### src/rtl/msix_dec_pkg.sv
package msix_dec_pkg;
  localparam int ADDR_W       = 64;
  localparam int DATA_W       = 32;
  localparam int BASE_LSB     = 20;
  localparam int BASE_W       = ADDR_W - BASE_LSB;
  localparam int WAKE_BIT     = 19;
  localparam int TGT_LSB      = 17;
  localparam int TGT_W        = 2;
  localparam int NUM_CLUSTERS = 4;
  localparam int MASK_MSB     = 16;
  localparam int MASK_LSB     = MASK_MSB - NUM_CLUSTERS + 1;
  localparam int SPI_W        = 10;
  localparam int IDX_LSB      = 3;
  localparam int HINT_BIT     = 2;
  localparam int LOW_W        = 2;
  localparam int LOCAL_LIMIT  = 250;

  typedef enum logic [TGT_W-1:0] {
    TGT_LOCAL = 2'd0,
    TGT_IO    = 2'd1,
    TGT_RSV2  = 2'd2,
    TGT_RSV3  = 2'd3
  } tgtId_e;

  typedef struct packed {
    logic capture;
    logic toLocal;
    logic toIo;
    logic wake;
    logic flagErr;
  } decStrobe_t;
endpackage

### src/rtl/msix_dec_ctrl.sv
module msix_dec_ctrl
  import msix_dec_pkg::*;
(
  input  logic                    wrFire,
  input  logic [BASE_W-1:0]       baseAddr,
  input  logic [BASE_W-1:0]       baseField,
  input  logic                    wakeBit,
  input  logic [TGT_W-1:0]        tgtField,
  input  logic [NUM_CLUSTERS-1:0] maskField,
  input  logic [SPI_W-1:0]        idxField,
  input  logic [LOW_W-1:0]        lowField,
  output decStrobe_t              strobes
);
  tgtId_e tgtId;
  logic baseHit, lowClean, isLocal, isIo, idxInRange, maskAny, goodLocal, accept;

  always_comb begin
    tgtId      = tgtId_e'(tgtField);
    baseHit    = (baseField == baseAddr);
    lowClean   = (lowField == '0);
    isLocal    = (tgtId == TGT_LOCAL);
    isIo       = (tgtId == TGT_IO);
    idxInRange = ({22'd0, idxField} < LOCAL_LIMIT);
    maskAny    = |maskField;
    goodLocal  = isLocal && maskAny && idxInRange;
    accept     = baseHit && lowClean && (goodLocal || isIo);

    strobes.capture = wrFire && accept;
    strobes.toLocal = wrFire && accept && isLocal;
    strobes.toIo    = wrFire && accept && isIo;
    strobes.wake    = wrFire && accept && wakeBit;
    strobes.flagErr = wrFire && !accept;
  end

  // a rejected write never captures
  always_comb begin
    if (strobes.capture) begin
      a_r9_capture_clean: assert (lowClean);
    end
  end
endmodule

### src/rtl/msix_dec_dpath.sv
module msix_dec_dpath
  import msix_dec_pkg::*;
(
  input  logic                    clk,
  input  logic                    rstN,
  input  decStrobe_t              strobes,
  input  logic [NUM_CLUSTERS-1:0] maskField,
  input  logic [SPI_W-1:0]        idxField,
  input  logic                    hintBit,
  output logic [NUM_CLUSTERS-1:0] localSet,
  output logic                    ioSet,
  output logic [NUM_CLUSTERS-1:0] wakeEvent,
  output logic [SPI_W-1:0]        spiIndex,
  output logic                    funcHint,
  output logic                    errSticky
);
  logic [NUM_CLUSTERS-1:0] clusterSel;

  // address mask is numbered from its top bit: top bit selects cluster 0
  for (genvar c = 0; c < NUM_CLUSTERS; c++) begin : gClusterMap
    assign clusterSel[c] = maskField[NUM_CLUSTERS-1-c];
  end

  always_ff @(posedge clk) begin
    if (!rstN) begin
      localSet  <= '0;
      ioSet     <= 1'b0;
      wakeEvent <= '0;
      spiIndex  <= '0;
      funcHint  <= 1'b0;
      errSticky <= 1'b0;
    end else begin
      localSet  <= strobes.toLocal ? clusterSel : '0;
      ioSet     <= strobes.toIo;
      wakeEvent <= strobes.wake ? clusterSel : '0;
      if (strobes.capture) begin
        spiIndex <= idxField;
        funcHint <= hintBit;
      end
      if (strobes.flagErr) errSticky <= 1'b1;
    end
  end

  a_r12_err_sticky: assert property (@(posedge clk) disable iff (!rstN)
    errSticky |=> errSticky);

  a_r4_io_excludes_local: assert property (@(posedge clk) disable iff (!rstN)
    ioSet |-> (localSet == '0));

  a_r6_local_index_range: assert property (@(posedge clk) disable iff (!rstN)
    (|localSet) |-> ({22'd0, spiIndex} < LOCAL_LIMIT));

  a_r3_pulse_from_strobe: assert property (@(posedge clk) disable iff (!rstN)
    strobes.toLocal && (|maskField) |=> (|localSet));
endmodule

### src/rtl/msix_decode_top.sv
module msix_decode_top
  import msix_dec_pkg::*;
(
  input  logic                    clk,
  input  logic                    rstN,
  input  logic [BASE_W-1:0]       baseAddr,
  input  logic                    wrValid,
  output logic                    wrReady,
  input  logic [ADDR_W-1:0]       wrAddr,
  input  logic [DATA_W-1:0]       wrData,
  output logic [NUM_CLUSTERS-1:0] localSet,
  output logic                    ioSet,
  output logic [NUM_CLUSTERS-1:0] wakeEvent,
  output logic [SPI_W-1:0]        spiIndex,
  output logic                    funcHint,
  output logic                    errSticky
);
  decStrobe_t strobes;
  logic wrFire;
  logic unusedData;

  assign wrReady    = 1'b1;
  assign wrFire     = wrValid && wrReady;
  assign unusedData = ^wrData;

  msix_dec_ctrl uCtrl (
    .wrFire    (wrFire),
    .baseAddr  (baseAddr),
    .baseField (wrAddr[ADDR_W-1:BASE_LSB]),
    .wakeBit   (wrAddr[WAKE_BIT]),
    .tgtField  (wrAddr[TGT_LSB+TGT_W-1:TGT_LSB]),
    .maskField (wrAddr[MASK_MSB:MASK_LSB]),
    .idxField  (wrAddr[IDX_LSB+SPI_W-1:IDX_LSB]),
    .lowField  (wrAddr[LOW_W-1:0]),
    .strobes   (strobes)
  );

  msix_dec_dpath uDpath (
    .clk       (clk),
    .rstN      (rstN),
    .strobes   (strobes),
    .maskField (wrAddr[MASK_MSB:MASK_LSB]),
    .idxField  (wrAddr[IDX_LSB+SPI_W-1:IDX_LSB]),
    .hintBit   (wrAddr[HINT_BIT]),
    .localSet  (localSet),
    .ioSet     (ioSet),
    .wakeEvent (wakeEvent),
    .spiIndex  (spiIndex),
    .funcHint  (funcHint),
    .errSticky (errSticky)
  );

  a_r2_mismatch_drops: assert property (@(posedge clk) disable iff (!rstN)
    (wrFire && (wrAddr[ADDR_W-1:BASE_LSB] != baseAddr))
      |=> ((localSet == '0) && !ioSet && errSticky));
endmodule

### config.mk
export PLATFORM = sky130hd
export DESIGN_NAME = msix_decode_top
export DESIGN_NICKNAME = d
export VERILOG_FILES = /design/src/rtl/msix_dec_pkg.sv /design/src/rtl/msix_dec_ctrl.sv /design/src/rtl/msix_dec_dpath.sv /design/src/rtl/msix_decode_top.sv
export SDC_FILE = /design/constraint.sdc
export NUM_CORES = 1
export LEC_CHECK = 0
export ABC_AREA = 1
export CAP_MARGIN = 30
export CORE_ASPECT_RATIO = 2
export CORE_MARGIN = 10
export CORE_UTILIZATION = 28
export CTS_CLUSTER_DIAMETER = 100
export CTS_CLUSTER_SIZE = 40
export DETAILED_ROUTE_END_ITERATION = 16
export GPL_TIMING_DRIVEN = 0
export PLACE_DENSITY_LB_ADDON = 0.08
export SLEW_MARGIN = 20
export SYNTH_ARGS = -nofsm -noshare
export SYNTH_HDL_FRONTEND = slang
export SYNTH_SLANG_ARGS = --single-unit
export TNS_END_PERCENT = 5
### constraint.sdc
create_clock -name clk -period 1.4 [get_ports clk]
set_input_delay 0.35 -clock clk [delete_from_list [all_inputs] [get_ports clk]]
set_output_delay 0.35 -clock clk [all_outputs]
set_load 0.05 [all_outputs]
==> flow_metrics.env, run 1 <==
export IMPL_io_pins=165
export IMPL_timing_hold_worst_class="input port to flop"
export IMPL_fin_crit_sh_pct=103.0
export IMPL_synth_simple_area_share_pct=53.48
export IMPL_vdd_drop_max_v=0.0003776
export IMPL_grt_antenna_before_repair=0
export IMPL_count_of_max_cap_constraint_violations=0
export IMPL_yosysWarningCount=0
export IMPL_synth_area_mux_share_pct=0
export IMPL_power_sequential_fraction_pct=35.4
export IMPL_power_switching_uw=469.9
export IMPL_fp_dieArea_um2=10230
export IMPL_grt_pass1_wl_mm=10.38
export IMPL_status="complete, but fails checks"
export IMPL_postLayoutCellArea_um2=3078
export IMPL_postSynthCellCount=364
export IMPL_cp_data_required_time_ps=1560
export IMPL_netlist_top_cell_by_area="nand2_1"
export IMPL_clock_buffers_created_by_tritoncts=3
export IMPL_fin_setup_tns_ps=-331.9
export IMPL_worst_setup_path_type="input port to flop"
export IMPL_power_internal_mw=1.225
export IMPL_dr_total_vias=2349
export IMPL_synth_cell_types=22
export IMPL_grt_met3_usage_pct=3.571
export IMPL_holdWs_ps=348.1
export IMPL_layout_min_cycle_time_ps=1442
export IMPL_die_height_um=133.4
export IMPL_start_util_pct=28.75
export IMPL_final_layout_size_suffix_gt1_share_pct=34.33
export IMPL_syn_cell_area_um2=1799
export IMPL_insertedDiodeCount=0
export IMPL_max_clock_path_buffers=2
export IMPL_crit_path_start_kind="input port"
export IMPL_endpoint_type_of_the_worst_setup_path="flop"
export IMPL_gr_usage_all_layers_pct=12.59
export IMPL_synthDominantCellAreaShare_pct=30.46
export IMPL_synth_top_cells_by_area="nand2_1 30%, dfxtp_1 23%, inv_1 20%"
export IMPL_rsz_0062_raised_after_global_routing="yes"
export IMPL_cp_arrival_ps=1600
export IMPL_finalHoldViolCount=0
export IMPL_nets=648
export IMPL_fmax_mhz=693.4
export IMPL_dp_slack_ps=-750.9
export IMPL_detailed_place_hpwl_mm=5.877
export IMPL_port_buffer_count=131
export IMPL_crit_path_max_fanout=5
export IMPL_routedWlPerCell_um=11.37
export IMPL_post_dp_cell_area_um2=3224
export IMPL_cts_num_sinks=21
export IMPL_wl_mm=6.711
export IMPL_htree_levels=1
export IMPL_final_weighted_congestion_of_routability_driven_global_placement=0.7365
export IMPL_detail_route_antenna_nets=0
export IMPL_largest_net_degree_at_the_start_of_global_routing=13
export IMPL_grt_overflow_total=0
export IMPL_root_buf_cell="clkbuf_16"
export IMPL_finalSetupViolations=11
export IMPL_fin_worst_skew_ps=0
export IMPL_synth_avg_cell_area_um2=4.943
export IMPL_powerDensity_nw_per_um2=550.5
export IMPL_failing_checks="setup timing"
export IMPL_final_instance_count_excl_fill=590
export IMPL_netSwitchingFraction_pct=27.73
export IMPL_synth_compound_area_share_pct=1.113
export IMPL_final_setup_worst_slack_ps=-42.18
export IMPL_totalPowerFinal_mw=1.695
export IMPL_detailedRoute_firstPassIterationCount=3
export IMPL_routed_via_density=3.981
export IMPL_comb_power_share_pct=27.8
export IMPL_remaining_drcs=0
export IMPL_final_core_utilization_pct=49.18
export IMPL_final_max_slew_violation_count=0
export IMPL_global_route_usage_met1_pct=9.831
export IMPL_static_power_due_to_leakage_nw=1.890
export IMPL_synth_seq_area_share_pct=23.37
export IMPL_yosys_register_bits=21
export IMPL_drt_initial_drc_count=37
export IMPL_placedCellCount=581
export IMPL_mappedNetlistNets=507
export IMPL_path_clk_slew_ps=60
export IMPL_tritoncts="built"
export IMPL_die_width_um=76.68
export IMPL_core_area_um2=6259
export IMPL_groute_layer_met2_usage_pct=26.77
export IMPL_areaGrowthSynthToFinish_pct=71.07
export IMPL_fraction_of_power_consumed_by_the_clock_network_pct=36.8
export IMPL_dominant_combinational_cell_family_by_area_after_synthesis="simple AND/OR/NAND/NOR gates"
export IMPL_clock_latency_at_the_later_pin_of_the_worst_skew_pair_ps=260
export IMPL_number_of_placement_rows=41
export IMPL_synth_adder_area_share_pct=0
export IMPL_vias_in_the_first_global_route=2395
export IMPL_synth_xor_xnor_area_share_pct=0.4868
export IMPL_busiest_layer="met2"
[synthesized netlist by cell type]
cell type  count
nand2_1      146
dfxtp_1       21
nor2_2         2
or2_2          3
buf_2          1
nand3_2        2
inv_1         95
nor3_2         1
buf_4          1
nand3_1        3
or2_1          2
nor2_1        75
nand3_4        1
and2_4         1
nand4_1        1
o21ai_0        3
nor2_4         1
xnor2_1        1
conb_1         1
clkbuf_1       1
buf_6          1
a21oi_1        1
[layout by cell type, fill, tap and decap left out, types with 9 or more instances in the layout]
cell type	netlist	routed
nor2_1	75	61
buf_2	1	54
nand2_2	0	11
nor2_2	2	14
inv_1	95	87
clkdlybuf4s15_2	0	23
dlygate4sd2_1	0	9
dfxtp_1	21	21
nand2_1	146	135
clkbuf_2	0	30
[sequential cells by signal (all words and copies together), names as in the netlist]
signal	flops
uDpath.localSet	4
uDpath.ioSet	1
uDpath.errSticky	1
uDpath.funcHint	1
uDpath.spiIndex	10
uDpath.wakeEvent	4
[what timing repair did]
action,in CTS,in global routing
hold buffers,0,0
pin swaps,136,72
cloned,0,1
setup endpoints to repair,42,21
buffers inserted,3,1
resized for setup,381,77
[metal layers]
layer | share of wire, % | routed length (µm)
met1 | 33 | 2197
met2 | 59 | 3990
met3 | 6.3 | 420
met4 | 1.5 | 102
met5 | 0 | 0
[worst max-delay path, stage by stage]
cell,delay [ps]
buf_2,100
or2_1,230
nor2_1,110
nand3_1,80
and2_4,150
nor2_4,120
nand3_4,140
clkbuf_16,180
nor2_1,90
nor2_1,50
[layout make-up]
type,count,area [µm²]
Tap cell,86,107.6
Fill cell,725,3181
Clock inverter,1,5.005
Multi-Input combinational cell,244,1095
Clock buffer,3,75.07
Sequential cell,21,420.4
Inverter,95,356.6
Timing Repair Buffer,136,975.9
Buffer,4,42.54
[power groups by stage]
| stage | Combinational (mW) | Sequential (mW) | Clock [mW] |
|---|---|---|---|
| global route | 0.539 | 0.600 | 0.656 |
| global placement | 0.562 | 0.614 | 0 |
| CTS | 0.477 | 0.600 | 0.643 |
| floorplan | 0.191 | 0.621 | 0 |
| finish | 0.471 | 0.600 | 0.623 |
| detailed placement | 0.572 | 0.614 | 0 |
[cells by family (layout without fill, tap and decap cells)]
group                     Yosys count  in the layout
AOI/OAI and AO/OA                   4              4
xor gates and xnor gates            1              1
and+or+nand+nor                   238            238
other                               1              1
DFF                                21             21
buffers and inverters              99            239
[path summary, 6_finish.rpt]
path,endpoint,cells past startpoint,slack (ps),startpoint
setup reg to reg,uDpath.spiIndex[2],4,770,uDpath.spiIndex[2]
hold reg to reg,uDpath.errSticky,2,480,uDpath.errSticky
setup / recovery,uDpath.spiIndex[9],10,-40,wrAddr[18]
hold / removal,uDpath.spiIndex[9],3,350,wrAddr[12]
(Power assumes the default switching activity.)
==> inputs of run 2 (changes only) <==
SLEW_MARGIN = default   (was 20)
==> results of run 2 <==
Final layout, timing and power as in run 1 (identical DEF).
